## src/rtl/icu_pkg.sv

```systemverilog
package icu_pkg;

    localparam int NSRC   = 5;
    localparam int IDX_W  = 3;
    localparam int REG_W  = 8;
    localparam int VEC_W  = 16;
    localparam int EA_BIT = 7;

    localparam logic [REG_W-1:0] EN_MASK = 8'h9F;
    localparam logic [VEC_W-1:0] VEC_BASE = 16'h0003;
    localparam int VEC_SHIFT = 3;

    typedef enum logic [IDX_W-1:0] {
        SRC_EXT0 = 3'd0,
        SRC_TMR0 = 3'd1,
        SRC_EXT1 = 3'd2,
        SRC_TMR1 = 3'd3,
        SRC_SER  = 3'd4
    } src_e;

    typedef enum logic [1:0] {
        RA_ENABLE = 2'd0,
        RA_PRIO   = 2'd1,
        RA_SERIAL = 2'd2,
        RA_NONE   = 2'd3
    } reg_addr_e;

    typedef struct packed {
        logic             valid;
        logic             high;
        logic [IDX_W-1:0] idx;
    } grant_t;

    function automatic logic [VEC_W-1:0] vector_of(logic [IDX_W-1:0] idx);
        return VEC_BASE + {{(VEC_W-IDX_W-VEC_SHIFT){1'b0}}, idx, {VEC_SHIFT{1'b0}}};
    endfunction

    function automatic logic [IDX_W-1:0] first_set(logic [NSRC-1:0] v);
        logic [IDX_W-1:0] r;
        r = '0;
        for (int i = NSRC - 1; i >= 0; i--) begin
            if (v[i]) r = IDX_W'(i);
        end
        return r;
    endfunction

endpackage

```

## src/rtl/icu_src_capture.sv

```systemverilog
module icu_src_capture
    import icu_pkg::*;
#(
    parameter logic [1:0] EXT_EDGE = 2'b01
) (
    input  logic            clk,
    input  logic            rst,
    input  logic [1:0]      ext_i,
    input  logic [1:0]      tmr_ovf_i,
    input  logic            ser_rx_i,
    input  logic            ser_tx_i,
    input  logic [NSRC-1:0] clr_i,
    input  logic [1:0]      ser_w1c_i,
    output logic [NSRC-1:0] req_o,
    output logic [1:0]      ser_flags_o
);

    logic [1:0] ser_q;

    for (genvar g = 0; g < 2; g++) begin : g_pair
        if (EXT_EDGE[g]) begin : g_edge
            logic prev_q;
            logic flag_q;
            always_ff @(posedge clk) begin
                if (rst) begin
                    prev_q <= 1'b0;
                    flag_q <= 1'b0;
                end else begin
                    prev_q <= ext_i[g];
                    if (ext_i[g] && !prev_q)
                        flag_q <= 1'b1;
                    else if (clr_i[2*g])
                        flag_q <= 1'b0;
                end
            end
            assign req_o[2*g] = flag_q;

            a_r12_rise_arms: assert property (@(posedge clk) disable iff (rst)
                (ext_i[g] && !prev_q) |=> req_o[2*g]);
            a_r9_edge_ack_clears: assert property (@(posedge clk) disable iff (rst)
                (clr_i[2*g] && !(ext_i[g] && !prev_q)) |=> !req_o[2*g]);
        end else begin : g_level
            assign req_o[2*g] = ext_i[g];

            a_r9_level_grant_needs_input: assert property (@(posedge clk) disable iff (rst)
                clr_i[2*g] |-> ext_i[g]);
        end

        logic tflag_q;
        always_ff @(posedge clk) begin
            if (rst)
                tflag_q <= 1'b0;
            else if (tmr_ovf_i[g])
                tflag_q <= 1'b1;
            else if (clr_i[2*g+1])
                tflag_q <= 1'b0;
        end
        assign req_o[2*g+1] = tflag_q;

        a_r9_timer_ack_clears: assert property (@(posedge clk) disable iff (rst)
            (clr_i[2*g+1] && !tmr_ovf_i[g]) |=> !req_o[2*g+1]);
    end

    always_ff @(posedge clk) begin
        if (rst)
            ser_q <= '0;
        else
            ser_q <= (ser_q & ~ser_w1c_i) | {ser_tx_i, ser_rx_i};
    end

    assign req_o[SRC_SER] = |ser_q;
    assign ser_flags_o    = ser_q;

    a_r10_ack_keeps_serial: assert property (@(posedge clk) disable iff (rst)
        (clr_i[SRC_SER] && ser_w1c_i == 2'b00) |=> (ser_flags_o != 2'b00));

endmodule

```

## src/rtl/icu_arbiter.sv

```systemverilog
module icu_arbiter
    import icu_pkg::*;
(
    input  logic            clk,
    input  logic            rst,
    input  logic [NSRC-1:0] req_i,
    input  logic [NSRC-1:0] en_i,
    input  logic [NSRC-1:0] prio_i,
    input  logic            ea_i,
    input  logic            ins_hi_i,
    input  logic            ins_lo_i,
    output grant_t          grant_o
);

    logic [NSRC-1:0] elig;
    logic [NSRC-1:0] hi_set;
    logic [NSRC-1:0] lo_set;

    always_comb begin
        elig   = req_i & en_i & {NSRC{ea_i}};
        hi_set = elig & prio_i;
        lo_set = elig & ~prio_i;
        grant_o = '0;
        if (!ins_hi_i) begin
            if (|hi_set)
                grant_o = '{valid: 1'b1, high: 1'b1, idx: first_set(hi_set)};
            else if (!ins_lo_i && |lo_set)
                grant_o = '{valid: 1'b1, high: 1'b0, idx: first_set(lo_set)};
        end
    end

    a_r3_master_off_silent: assert property (@(posedge clk) disable iff (rst)
        !ea_i |-> !grant_o.valid);
    a_r8_high_busy_silent: assert property (@(posedge clk) disable iff (rst)
        ins_hi_i |-> !grant_o.valid);
    a_r8_low_busy_high_only: assert property (@(posedge clk) disable iff (rst)
        (ins_lo_i && grant_o.valid) |-> grant_o.high);
    a_r4_granted_is_enabled: assert property (@(posedge clk) disable iff (rst)
        grant_o.valid |-> (req_i[grant_o.idx] && en_i[grant_o.idx]));
    a_r7_level_matches_prio: assert property (@(posedge clk) disable iff (rst)
        grant_o.valid |-> (grant_o.high == prio_i[grant_o.idx]));

endmodule

```

## src/rtl/icu_level_track.sv

```systemverilog
module icu_level_track (
    input  logic clk,
    input  logic rst,
    input  logic take_i,
    input  logic take_high_i,
    input  logic reti_i,
    output logic ins_hi_o,
    output logic ins_lo_o
);

    logic hi_q, lo_q, hi_d, lo_d;

    always_comb begin
        hi_d = hi_q;
        lo_d = lo_q;
        if (reti_i) begin
            if (hi_q) hi_d = 1'b0;
            else      lo_d = 1'b0;
        end
        if (take_i) begin
            if (take_high_i) hi_d = 1'b1;
            else             lo_d = 1'b1;
        end
    end

    always_ff @(posedge clk) begin
        if (rst) begin
            hi_q <= 1'b0;
            lo_q <= 1'b0;
        end else begin
            hi_q <= hi_d;
            lo_q <= lo_d;
        end
    end

    assign ins_hi_o = hi_q;
    assign ins_lo_o = lo_q;

    a_r11_reti_high_first: assert property (@(posedge clk) disable iff (rst)
        (reti_i && hi_q && !take_i) |=> (!hi_q && lo_q == $past(lo_q)));
    a_r11_reti_low_next: assert property (@(posedge clk) disable iff (rst)
        (reti_i && !hi_q && !take_i) |=> !lo_q);
    a_r9_ack_marks_level: assert property (@(posedge clk) disable iff (rst)
        take_i |=> (hi_q || lo_q));

endmodule

```

## src/rtl/icu_vectored_irq.sv

```systemverilog
module icu_vectored_irq
    import icu_pkg::*;
#(
    parameter logic [1:0] EXT_EDGE = 2'b01
) (
    input  logic        clk,
    input  logic        rst,
    input  logic [1:0]  ext_irq_i,
    input  logic [1:0]  tmr_ovf_i,
    input  logic        ser_rx_done_i,
    input  logic        ser_tx_done_i,
    input  logic [1:0]  reg_addr_i,
    input  logic        reg_wr_i,
    input  logic [7:0]  reg_wdata_i,
    output logic [7:0]  reg_rdata_o,
    output logic        irq_req_o,
    output logic [15:0] irq_vec_o,
    input  logic        irq_ack_i,
    input  logic        irq_reti_i
);

    logic [REG_W-1:0] en_q;
    logic [NSRC-1:0]  prio_q;
    logic [NSRC-1:0]  req;
    logic [NSRC-1:0]  clr;
    logic [1:0]       ser_flags;
    logic [1:0]       ser_w1c;
    logic             ins_hi, ins_lo, take;
    grant_t           grant;
    reg_addr_e        ra;

    assign ra = reg_addr_e'(reg_addr_i);

    always_ff @(posedge clk) begin
        if (rst) begin
            en_q   <= '0;
            prio_q <= '0;
        end else if (reg_wr_i) begin
            if (ra == RA_ENABLE) en_q   <= reg_wdata_i & EN_MASK;
            if (ra == RA_PRIO)   prio_q <= reg_wdata_i[NSRC-1:0];
        end
    end

    assign ser_w1c = (reg_wr_i && ra == RA_SERIAL) ? reg_wdata_i[1:0] : 2'b00;

    always_comb begin
        case (ra)
            RA_ENABLE: reg_rdata_o = en_q;
            RA_PRIO:   reg_rdata_o = {{(REG_W-NSRC){1'b0}}, prio_q};
            RA_SERIAL: reg_rdata_o = {{(REG_W-2){1'b0}}, ser_flags};
            default:   reg_rdata_o = '0;
        endcase
    end

    assign take = irq_ack_i && grant.valid;
    assign clr  = take ? ({{(NSRC-1){1'b0}}, 1'b1} << grant.idx) : '0;

    icu_src_capture #(.EXT_EDGE(EXT_EDGE)) u_capture (
        .clk        (clk),
        .rst        (rst),
        .ext_i      (ext_irq_i),
        .tmr_ovf_i  (tmr_ovf_i),
        .ser_rx_i   (ser_rx_done_i),
        .ser_tx_i   (ser_tx_done_i),
        .clr_i      (clr),
        .ser_w1c_i  (ser_w1c),
        .req_o      (req),
        .ser_flags_o(ser_flags)
    );

    icu_arbiter u_arbiter (
        .clk     (clk),
        .rst     (rst),
        .req_i   (req),
        .en_i    (en_q[NSRC-1:0]),
        .prio_i  (prio_q),
        .ea_i    (en_q[EA_BIT]),
        .ins_hi_i(ins_hi),
        .ins_lo_i(ins_lo),
        .grant_o (grant)
    );

    icu_level_track u_track (
        .clk        (clk),
        .rst        (rst),
        .take_i     (take),
        .take_high_i(grant.high),
        .reti_i     (irq_reti_i),
        .ins_hi_o   (ins_hi),
        .ins_lo_o   (ins_lo)
    );

    assign irq_req_o = grant.valid;
    assign irq_vec_o = grant.valid ? vector_of(grant.idx) : '0;

    a_r5_vector_shape: assert property (@(posedge clk) disable iff (rst)
        irq_req_o |-> (irq_vec_o[2:0] == 3'b011 && irq_vec_o <= 16'h0023));
    a_r5_idle_vector_zero: assert property (@(posedge clk) disable iff (rst)
        !irq_req_o |-> irq_vec_o == 16'h0000);
    a_r2_reserved_bits_zero: assert property (@(posedge clk) disable iff (rst)
        en_q[6:5] == 2'b00);

endmodule

```

## config.mk

```make
export PLATFORM = sky130hd
export DESIGN_NAME = icu_vectored_irq
export DESIGN_NICKNAME = d
export VERILOG_FILES = /design/src/rtl/icu_pkg.sv /design/src/rtl/icu_src_capture.sv /design/src/rtl/icu_arbiter.sv /design/src/rtl/icu_level_track.sv /design/src/rtl/icu_vectored_irq.sv
export SDC_FILE = /design/constraint.sdc
export NUM_CORES = 1
export LEC_CHECK = 0
export BUFFER_PORTS_ARGS = -buffer_cell sky130_fd_sc_hd__buf_2
export CORE_MARGIN = 2
export CORE_UTILIZATION = 43
export DETAILED_ROUTE_END_ITERATION = 8
export PLACE_DENSITY = 0.75
export SLEW_MARGIN = 20
export SYNTH_ARGS = -nofsm -noshare
export SYNTH_HDL_FRONTEND = slang
export SYNTH_SLANG_ARGS = --single-unit
```

## constraint.sdc

```tcl
create_clock -name clk -period 1.69 [get_ports clk]
set_input_delay 0.2535 -clock clk [delete_from_list [all_inputs] [get_ports clk]]
set_output_delay 0.2535 -clock clk [all_outputs]
set_load 0.02 [all_outputs]
```

==> results by group, run 1 <==
Timing
  • Clk_skew: around 0.014 ns
  • RSZ-0062 raised after global routing: yes
  • Minimum clock period: between 2 and 2.5 ns
  • Achievable Freq: between 400 and 500 MHz
  • Slew Limit Fails: 0
  • Setup violations, final: 9
  • Fin. Hold Viols: 0
  • Final period util: 1.29
  • Final WS setup: -0.483 ns

GRT
  • Global route overflow: 0
  • Largest net degree at the start of global routing: 20
  • Total track usage: 0.214
  • Initial antenna violation count: 0
  • Vias in the first global route: 1,218
  • First-pass GRT wire length: 5.31 mm

Synth
  • Synth area leaders: dfxtp_1 32%, mux2i_1 14%, buf_4 9.6%, nor2_1 6.7%, nand4_1 2.7%
  • Cell taking the most area after synthesis: dfxtp_1
  • Post-synth EDFFs: 0
  • Most common cell in the netlist: nor2_1
  • Post-synthesis mux area share: 0.136
  • XOR/XNOR Fraction of Synth Area: 0
  • Post-synthesis async set-or-reset flop share: 0
  • Post-synthesis sequential area ratio: 0.324
  • Compound-gate portion of the synthesized area: 0.133
  • Area share of the largest cell type after synthesis: 0.324
  • Commonest register cell after synthesis: dfxtp_1
  • Synth Instances: about 140
  • Post-Syn Area per Cell: between 8 and 9 um2
  • Post-Syn Area: 0.00117 mm2
  • Largest family of logic cells by synthesized area: simple AND/OR/NAND/NOR gates
  • Post-synthesis sequential element count: 19
  • Synth Area in Adders: 0
  • Synth cell types: 38
  • Syn. warnings: 0
  • Commonest cells in the synthesized netlist: 21 x nor2_1, 19 x dfxtp_1, 16 x mux2i_1
  • Simple-gate share of the synthesized area: 0.269

Setup path
  • Crit path from: u_capture.ser_flags_o[1]$_SDFF_PP0_
  • CP endpoint kind: primary output
  • CP Max Fanout: 4
  • Flop2flop setup slack: -0.25 ns
  • Worst Reg-to-Reg Cells: 7
  • WP data required: 1.44 ns
  • Worst reg2reg path startpoint: en_q[7]$_SDFFE_PP0P_
  • Critical Path Start Type: flip-flop
  • Reg2reg end: u_capture.g_pair[1].tflag_q$_SDFFE_PP0P_
  • Crit path capture: irq_vec_o[4]
  • Critical Path AT: 1.92 ns
  • Crit Path Class: flip-flop to primary output

Clocking
  • CTS tree: done
  • Clock sinks: 19
  • Num CTS Buffers: 3
  • Worst-case clock buffer depth: 2
  • CTS Root Buffer Type: clkbuf_4
  • H-tree Lvls: 1
  • Clk pin slew, worst setup/hold paths: between 0.1 and 0.15 ns
  • CTS Hold Buffers Added: 0
  • Worst skew pair latency: 0.32 ns

Drt
  • Met1 WL: 1.36 mm
  • Highest metal used: met4
  • Antenna Violating Nets Remaining: 0
  • Vias per Instance: 5.31
  • Via count: roughly 1,200
  • WL/cell: around 15 um
  • Drt drc: 0
  • Total Wirelength: 3.35 mm
  • Met2 wire length: 1.76 mm
  • Initial DRC count: 35
  • Met3 wire length: approximately 140 um
  • Router iterations before antenna repair: 4

Final layout
  • Share of cells above drive strength 1: 0.442
  • Fin area: roughly 0.0017 mm2
  • Area Growth Syn to Fin: 40.8%
  • Fillers: 210
  • Fin util: 0.656
  • ANT cells: 0
  • Nets: roughly 220

Outcome
  • Violated checks: negative setup slack
  • Status: finished, violations left

Floorplan
  • Die Height: 56.3 um
  • Die area: 0.00317 mm2
  • # rows: 18
  • I/O Pins: 46
  • Initial core utilization: 0.466
  • Core footprint: 0.00252 mm2
  • Die W: 56.3 um

Flow run
  • # Max-Cap Violations: 0

Placement
  • Placed Area: 0.00147 mm2
  • Placer Congestion: 0.869
  • Dpl hpwl: around 2.3 mm
  • Number of port buffers: 30

Pwr
  • Power Density: roughly 540 mW/mm2
  • Leakage: 0.814 nW
  • Peak VDD IR: 0.583 mV

Min path
  • Worst min-delay path category: primary input to flip-flop
==> critical path, cell delays in order (launching register included) <==
cell and delay (ns):
dfxtp_2 0.35, o211ai_1 0.39, or2_4 0.22, a31oi_4 0.10, or3_4 0.35, inv_2 0.07
buf_6 0.11
==> flip-flops by register name (all words and copies together), names as in the netlist <==
name	count
en_q	6
prio_q	5
u_capture.g_pair.tflag_q	2
u_capture.ser_flags_o	2
u_capture.g_pair.g_edge.flag_q	1
u_capture.g_pair.g_edge.prev_q	1
u_track.ins_hi_o	1
u_track.ins_lo_o	1
==> per-layer routing <==
metal / GRT usage / vias up
li1: - / 584
met1: 0.239 / 565
met2: 0.378 / 48
met3: 0.0323 / 9
met4: 0.129 / 0
met5: 0 / -
==> worst min-delay path by stage <==
stage / start / endpoint / slack (ns) / cells after the start
6_report: ser_rx_done_i / u_capture.ser_flags_o[0]$_SDFF_PP0_ / 0.13 / 3
3_3_place_gp: ser_rx_done_i / u_capture.ser_flags_o[0]$_SDFF_PP0_ / 0.46 / 3
3_5_place_dp: ser_rx_done_i / u_capture.ser_flags_o[0]$_SDFF_PP0_ / 0.47 / 3
4_1_cts: ser_rx_done_i / u_capture.ser_flags_o[0]$_SDFF_PP0_ / 0.13 / 3
2_1_floorplan: ser_rx_done_i / u_capture.ser_flags_o[0]$_SDFF_PP0_ / 0.37 / 2
5_1_grt: ser_rx_done_i / u_capture.ser_flags_o[0]$_SDFF_PP0_ / 0.12 / 3
==> layout by cell type (no fill, tap or decap), types with 3 or more instances in the layout <==
cell type,instances
buf_2,27
buf_6,7
nand2_1,6
a21oi_1,5
buf_4,26
nor2_1,20
inv_1,4
nor2b_1,5
dfxtp_1,16
mux2i_1,16
conb_1,13
nand4_1,5
clkbuf_4,3
o21ai_0,4
nand3_1,3
==> cells by family after synthesis <==
logic type / count (synthesis)
other: 1
multiplexers: 16
flip-flops: 19
AO/OA/AOI/OAI: 22
AND/OR/NAND/NOR: 58
buffers and inverters: 25
==> cell type report <==
class	count	area (um2)	area share
multi-input cells	109	774	0.468
repair buffers	60	409	0.247
flip-flops and latches	19	387	0.234
well taps	30	37.5	0.0227
clock buffers	3	22.5	0.0136
inverters	5	18.8	0.0113
clock inverters	1	5.00	0.00303
==> where the power goes <==
part	internal (mW)	total, mW	switching, mW
clock	0.0888	0.251	0.162
combinational	0.0673	0.162	0.0944
sequential	0.466	0.482	0.0156
total	0.622	0.894	0.272
==> per-stage QoR <==
step / std cells / setup slack, ns / power (mW) / hold WS [ns] / setup TNS (ns)
after global placement: 217 / -0.179 / 0.637 / 0.456 / -1.12
after detailed placement: 217 / -0.215 / 0.644 / 0.470 / -1.41
final: 227 / -0.483 / 0.894 / 0.127 / -2.93
after CTS: 227 / -0.442 / 0.892 / 0.128 / -2.86
after global routing: 227 / -0.602 / 0.929 / 0.120 / -3.95
after floorplan: 153 / 0.00683 / 0.606 / 0.371 / 0
==> what timing repair did <==
action | 4_1_cts | 5_1_grt
pin swaps | 6 | 6
buffers inserted | 6 | 0
gates resized for setup | 17 | 14
setup endpoints to repair | 9 | 10
(Power assumes the default switching activity.)
==> inputs of run 2 (changes only) <==
--- a/config.mk
+++ b/config.mk
@@ -7,4 +7,5 @@
 export LEC_CHECK = 0
 export BUFFER_PORTS_ARGS = -buffer_cell sky130_fd_sc_hd__buf_2
+export CAP_MARGIN = 10
 export CORE_MARGIN = 2
 export CORE_UTILIZATION = 43
==> constraint.sdc (replaced) <==
create_clock -name clk -period 1.69 [get_ports clk]
set_input_delay 0.169 -clock clk [delete_from_list [all_inputs] [get_ports clk]]
set_output_delay 0.169 -clock clk [all_outputs]
set_load 0.02 [all_outputs]
==> results by group, run 2 (synthesized netlist as in run 1, its figures left out) <==
Outcome
  • Status: finished, violations left (unchanged)
  • Violated checks: negative setup slack (unchanged)

Placement
  • Dpl hpwl: 2.12 mm (was 2.27 mm)
  • Placer Congestion: 0.861 (was 0.869)
  • Number of port buffers: 30 (unchanged)

Final layout
  • Most frequent cells in the layout: 25 x buf_4, 24 x buf_2, 19 x nor2_1 (was 27 x buf_2, 26 x buf_4, 20 x nor2_1)
  • Top reg by flops: en_q (unchanged)
  • Top flop regs: en_q (6), prio_q (5) (unchanged)
  • Nets: 215 (was 219)
  • Fin util: 0.653 (was 0.656)
  • Area Growth Syn to Fin: 40.3% (was 40.8%)
  • Max reg flops: 6 (unchanged)
  • Share of cells above drive strength 1: 0.446 (was 0.442)
  • Most common cell after layout, fill and taps aside: buf_4 (was buf_2)
  • ANT cells: 0 (unchanged)
  • Fillers: 205 (was 210)

Drt
  • Router iterations before antenna repair: 4 (unchanged)
  • Via count: 1,195 (was 1,206)
  • WL/cell: 13.5 um (was 14.8 um)
  • Total Wirelength: 3.01 mm (was 3.35 mm)
  • Drt drc: 0 (unchanged)
  • Antenna Violating Nets Remaining: 0 (unchanged)
  • Initial DRC count: 21 (was 35)
  • Vias per Instance: 5.36 (was 5.31)

Timing
  • RSZ-0062 raised after global routing: yes (unchanged)
  • Clk_skew: 0.00929 ns (was 0.0141 ns)
  • Minimum clock period: 2.08 ns (was 2.17 ns)
  • Setup violations, final: 10 (was 9)
  • Achievable Freq: 482 MHz (was 460 MHz)
  • Fin. Hold Viols: 0 (unchanged)
  • Final WS setup: -0.386 ns (was -0.483 ns)
  • TNS Setup: -2.49 ns (was -2.93 ns)
  • Final period util: 1.23 (was 1.29)
  • Slew Limit Fails: 0 (unchanged)

Clocking
  • Worst-case clock buffer depth: 2 (unchanged)
  • Clk pin slew, worst setup/hold paths: 0.11 ns (was 0.12 ns)
  • H-tree Lvls: 1 (unchanged)
  • Worst skew pair latency: 0.31 ns (was 0.32 ns)
  • CTS tree: done (unchanged)
  • Num CTS Buffers: 3 (unchanged)
  • Clock sinks: 19 (unchanged)
  • CTS Root Buffer Type: clkbuf_4 (unchanged)

Floorplan
  • # rows: 18 (unchanged)
  • Initial core utilization: 0.466 (unchanged)
  • Die Height: 56.3 um (unchanged)
  • Die W: 56.3 um (unchanged)
  • Die area: 0.00317 mm2 (unchanged)
  • I/O Pins: 46 (unchanged)
  • Core footprint: 0.00252 mm2 (unchanged)

GRT
  • Initial antenna violation count: 0 (unchanged)
  • Total track usage: 0.186 (was 0.214)
  • Largest net degree at the start of global routing: 20 (unchanged)
  • First-pass GRT wire length: 4.80 mm (was 5.31 mm)
  • Vias in the first global route: 1,128 (was 1,218)
  • Global route overflow: 0 (unchanged)

Min path
  • Worst min-delay path category: primary input to flip-flop (unchanged)

Setup path
  • Crit Path Class: flip-flop to primary output (unchanged)
  • WP data required: 1.52 ns (was 1.44 ns)
  • CP endpoint kind: primary output (unchanged)
  • Critical Path AT: 1.91 ns (was 1.92 ns)
  • CP Max Fanout: 8 (was 4)
  • Critical Path Start Type: flip-flop (unchanged)

Pwr
  • Power Density: 534 mW/mm2 (was 541 mW/mm2)
  • Leakage: 0.792 nW (was 0.814 nW)
  • Peak VDD IR: 0.663 mV (was 0.583 mV)

Flow run
  • # Max-Cap Violations: 0 (unchanged)
## run 2: changes by cell type in the layout (fill, tap and decap cells not counted), sizes merged
cell	before	now
clkbuf	3	4
clkinv	1	0
buf	60	56
## run 2: path summary, 6_finish.rpt
| path | from | to | slack [ns] | cells after the start |
|---|---|---|---|---|
| setup / recovery | en_q[7]$_SDFFE_PP0P_ | irq_vec_o[3] | -0.39 | 5 |
| hold / removal | ser_tx_done_i | u_capture.ser_flags_o[1]$_SDFF_PP0_ | 0.07 | 3 |
| setup reg to reg | en_q[7]$_SDFFE_PP0P_ | u_capture.g_pair[0].g_edge.flag_q$_SDFFE_PP0P_ | -0.24 | 7 |
| hold reg to reg | en_q[4]$_SDFFE_PP0P_ | en_q[4]$_SDFFE_PP0P_ | 0.54 | 2 |
## run 2: repair_timing
action | in CTS | in global routing
setup endpoints to repair | 9 | 10
setup buffers | 5 | 3
hold buffers | 0 | 0
pin swaps | 11 | 6
gates resized for setup | 15 | 22
## run 2: cell type report
cell class	instances	area (um2)	share of cell area
Multi-Input combinational cell	109	791	0.480
Tap cell	30	37.5	0.0228
Clock buffer	4	26.3	0.0159
Inverter	5	18.8	0.0114
Timing Repair Buffer	56	387	0.235
Sequential cell	19	388	0.235
## run 2: power breakdown
| group | total [mW] | leakage [nW] | switching, mW | internal (mW) |
|---|---|---|---|---|
| registers | 0.482 | 0.158 | 0.0156 | 0.466 |
| clock network | 0.239 | 0.0150 | 0.147 | 0.0922 |
| logic | 0.159 | 0.619 | 0.0933 | 0.0653 |
| total | 0.880 | 0.792 | 0.256 | 0.624 |
## run 2: critical path: stages (launching register included)
cell     delay (ns)
dfxtp_4        0.39
and4b_2        0.23
or2_4          0.24
o31a_1         0.33
a22o_4         0.27
buf_6          0.13
## run 2: layer usage
layer / track usage / up-vias / part of all wire
met5: 0 / - / 0
met4: 0.0646 / 0 / 0.0070
met3: 0.0323 / 2 / 0.041
met2: 0.326 / 27 / 0.54
met1: 0.229 / 590 / 0.42
li1: - / 576 / -
## run 2: per-stage QoR
step                      power [mW]  instances  instance area [um2]  hold WS, ns  setup WS (ns)
after global placement         0.632        211                 1420        0.372         -0.173
after CTS                      0.876        220                 1540       0.0740         -0.341
final                          0.880        223                 1650       0.0722         -0.386
after floorplan                0.606        153                 1230        0.286        0.00683
after global routing           0.925        223                 1650       0.0826         -0.460
after detailed placement       0.637        211                 1420        0.394         -0.184
==> inputs of run 3 (changes only) <==
==> constraint.sdc (replaced) <==
create_clock -name clk -period 1.69 [get_ports clk]
set_input_delay 0.169 -clock clk [delete_from_list [all_inputs] [get_ports clk]]
set_output_delay 0.169 -clock clk [all_outputs]
set_load 0.005 [all_outputs]
==> results by group, run 3 (synthesized netlist as in run 1, its figures left out) <==
Outcome
  • Status: finished, violations left (unchanged)
  • Violated checks: negative setup slack (unchanged)

Floorplan
  • I/O Pins: 46 (unchanged)
  • # rows: 18 (unchanged)
  • Die area: 0.00317 mm2 (unchanged)
  • Core footprint: 0.00252 mm2 (unchanged)
  • Die W: 56.3 um (unchanged)
  • Die Height: 56.3 um (unchanged)
  • Initial core utilization: 0.466 (unchanged)

Timing
  • Clk_skew: 0.00258 ns (was 0.00929 ns)
  • Final period util: 1.21 (was 1.23)
  • Setup violations, final: 10 (unchanged)
  • TNS Setup: -2.56 ns (was -2.49 ns)
  • Slew Limit Fails: 0 (unchanged)
  • RSZ-0062 raised after global routing: yes (unchanged)
  • Fin. Hold Viols: 0 (unchanged)
  • Final WS setup: -0.356 ns (was -0.386 ns)
  • Achievable Freq: 489 MHz (was 482 MHz)
  • Minimum clock period: 2.05 ns (was 2.08 ns)

Pwr
  • Internal power: 0.624 mW (about the same)
  • Sw frac: 0.272 (was 0.291)
  • Power, Total: 0.858 mW (was 0.880 mW)
  • Clock power share: 0.281 (was 0.271)
  • Seq pwr share: 0.563 (was 0.548)
  • Peak VDD IR: 0.424 mV (was 0.663 mV)
  • Leakage: 0.829 nW (was 0.792 nW)
  • Switching power: 0.233 mW (was 0.256 mW)
  • Combinational fraction of design power: 0.157 (was 0.180)
  • Power Density: 497 mW/mm2 (was 534 mW/mm2)

Final layout
  • Most frequent cells in the layout: 29 x buf_4, 26 x buf_2, 20 x nor2_1 (was 25 x buf_4, 24 x buf_2, 19 x nor2_1)
  • Fillers: 191 (was 205)
  • Nets: 222 (was 215)
  • Fin util: 0.684 (was 0.653)
  • Fin area: 0.00173 mm2 (was 0.00165 mm2)
  • ANT cells: 0 (unchanged)
  • Share of cells above drive strength 1: 0.465 (was 0.446)
  • Max reg flops: 6 (unchanged)
  • Most common cell after layout, fill and taps aside: buf_4 (unchanged)
  • Area Growth Syn to Fin: 46.9% (was 40.3%)
  • Top flop regs: en_q (6), prio_q (5) (unchanged)
  • Top reg by flops: en_q (unchanged)

Flow run
  • # Max-Cap Violations: 0 (unchanged)

Setup path
  • Critical Path AT: 1.88 ns (was 1.91 ns)
  • CP Max Fanout: 6 (was 8)
  • Critical Path Start Type: flip-flop (unchanged)
  • WP data required: 1.52 ns (about the same)
  • CP endpoint kind: primary output (unchanged)
  • Crit Path Class: flip-flop to primary output (unchanged)

Drt
  • WL/cell: 15.5 um (was 13.5 um)
  • Vias per Instance: 5.53 (was 5.36)
  • Initial DRC count: 42 (was 21)
  • Drt drc: 0 (unchanged)
  • Antenna Violating Nets Remaining: 0 (unchanged)
  • Via count: 1,272 (was 1,195)
  • Total Wirelength: 3.56 mm (was 3.01 mm)
  • Router iterations before antenna repair: 4 (unchanged)

GRT
  • Met3 Use GR: 0.0276 (was 0.0323)
  • Met1 usage: 0.252 (was 0.229)
  • Total track usage: 0.220 (was 0.186)
  • Global route overflow: 0 (unchanged)
  • First-pass GRT wire length: 5.38 mm (was 4.80 mm)
  • Gr busiest metal: met2 (unchanged)
  • Met2 Track Usage GR: 0.390 (was 0.326)
  • Largest net degree at the start of global routing: 20 (unchanged)
  • Vias in the first global route: 1,138 (was 1,128)
  • Initial antenna violation count: 0 (unchanged)

Placement
  • Placed Area: 0.00140 mm2 (was 0.00142 mm2)
  • Placer Congestion: 0.845 (was 0.861)
  • Dpl hpwl: 2.06 mm (was 2.12 mm)
  • Number of port buffers: 30 (unchanged)

Clocking
  • CTS Root Buffer Type: clkbuf_4 (unchanged)
  • CTS tree: done (unchanged)
  • Num CTS Buffers: 3 (unchanged)
  • CTS Hold Buffers Added: 0 (unchanged)
  • Clock sinks: 19 (unchanged)
  • Worst skew pair latency: 0.31 ns (about the same)
  • Worst-case clock buffer depth: 2 (unchanged)
  • H-tree Lvls: 1 (unchanged)
  • Clk pin slew, worst setup/hold paths: 0.10 ns (was 0.11 ns)

Min path
  • Worst min-delay path category: primary input to flip-flop (unchanged)
[run 3: layout make-up]
cell class | count | area, um2 | area share
multi-input cells | 109 | 815 | 0.472
flip-flops and latches | 19 | 390 | 0.226
clock buffers | 4 | 26.3 | 0.0152
well taps | 30 | 37.5 | 0.0218
inverters | 5 | 18.8 | 0.0109
repair buffers | 63 | 438 | 0.254
[run 3: final timing paths]
check,slack (ns),endpoint,startpoint,cells past startpoint
worst min-delay path,0.06,u_capture.ser_flags_o[1]$_SDFF_PP0_,ser_tx_done_i,3
worst max-delay path,-0.36,irq_vec_o[4],en_q[7]$_SDFFE_PP0P_,7
worst min register to register,0.53,en_q[3]$_SDFFE_PP0P_,en_q[3]$_SDFFE_PP0P_,2
worst max register to register,-0.24,u_capture.g_pair[1].tflag_q$_SDFFE_PP0P_,en_q[7]$_SDFFE_PP0P_,9
[run 3: layer usage]
layer / part of all wire / vias up / wire length [um]
li1: - / 593 / -
met1: 0.38 / 595 / 1360
met2: 0.52 / 65 / 1830
met3: 0.054 / 19 / 193
met4: 0.048 / 0 / 171
met5: 0 / - / 0
[run 3: power groups by stage]
stage / registers (mW) / clock network [mW] / logic (mW)
2_1_floorplan: 0.488 / 0 / 0.0919
3_3_place_gp: 0.491 / 0 / 0.116
3_5_place_dp: 0.492 / 0 / 0.120
4_1_cts: 0.481 / 0.244 / 0.127
5_1_grt: 0.485 / 0.267 / 0.148
6_report: 0.483 / 0.241 / 0.134
[run 3: repair_timing]
item / 4_1_cts / 5_1_grt
pin swaps: 10 / 10
gates resized for setup: 27 / 15
setup endpoints to repair: 9 / 10
setup buffers: 11 / 4
[run 3: critical path, stage by stage, from the launching register on]
cell	delay (ns)
dfxtp_4	0.38
and4b_1	0.22
buf_6	0.14
nor3_4	0.20
a31oi_4	0.12
or3_4	0.36
inv_2	0.06
buf_6	0.08
[run 3: metrics by stage]
stage | setup WS, ns | instances | hold slack [ns]
3_5_place_dp | -0.172 | 211 | 0.387
2_1_floorplan | 0.0534 | 153 | 0.286
6_report | -0.356 | 230 | 0.0635
5_1_grt | -0.418 | 230 | 0.0690
4_1_cts | -0.293 | 226 | 0.0744
3_3_place_gp | -0.0653 | 211 | 0.372
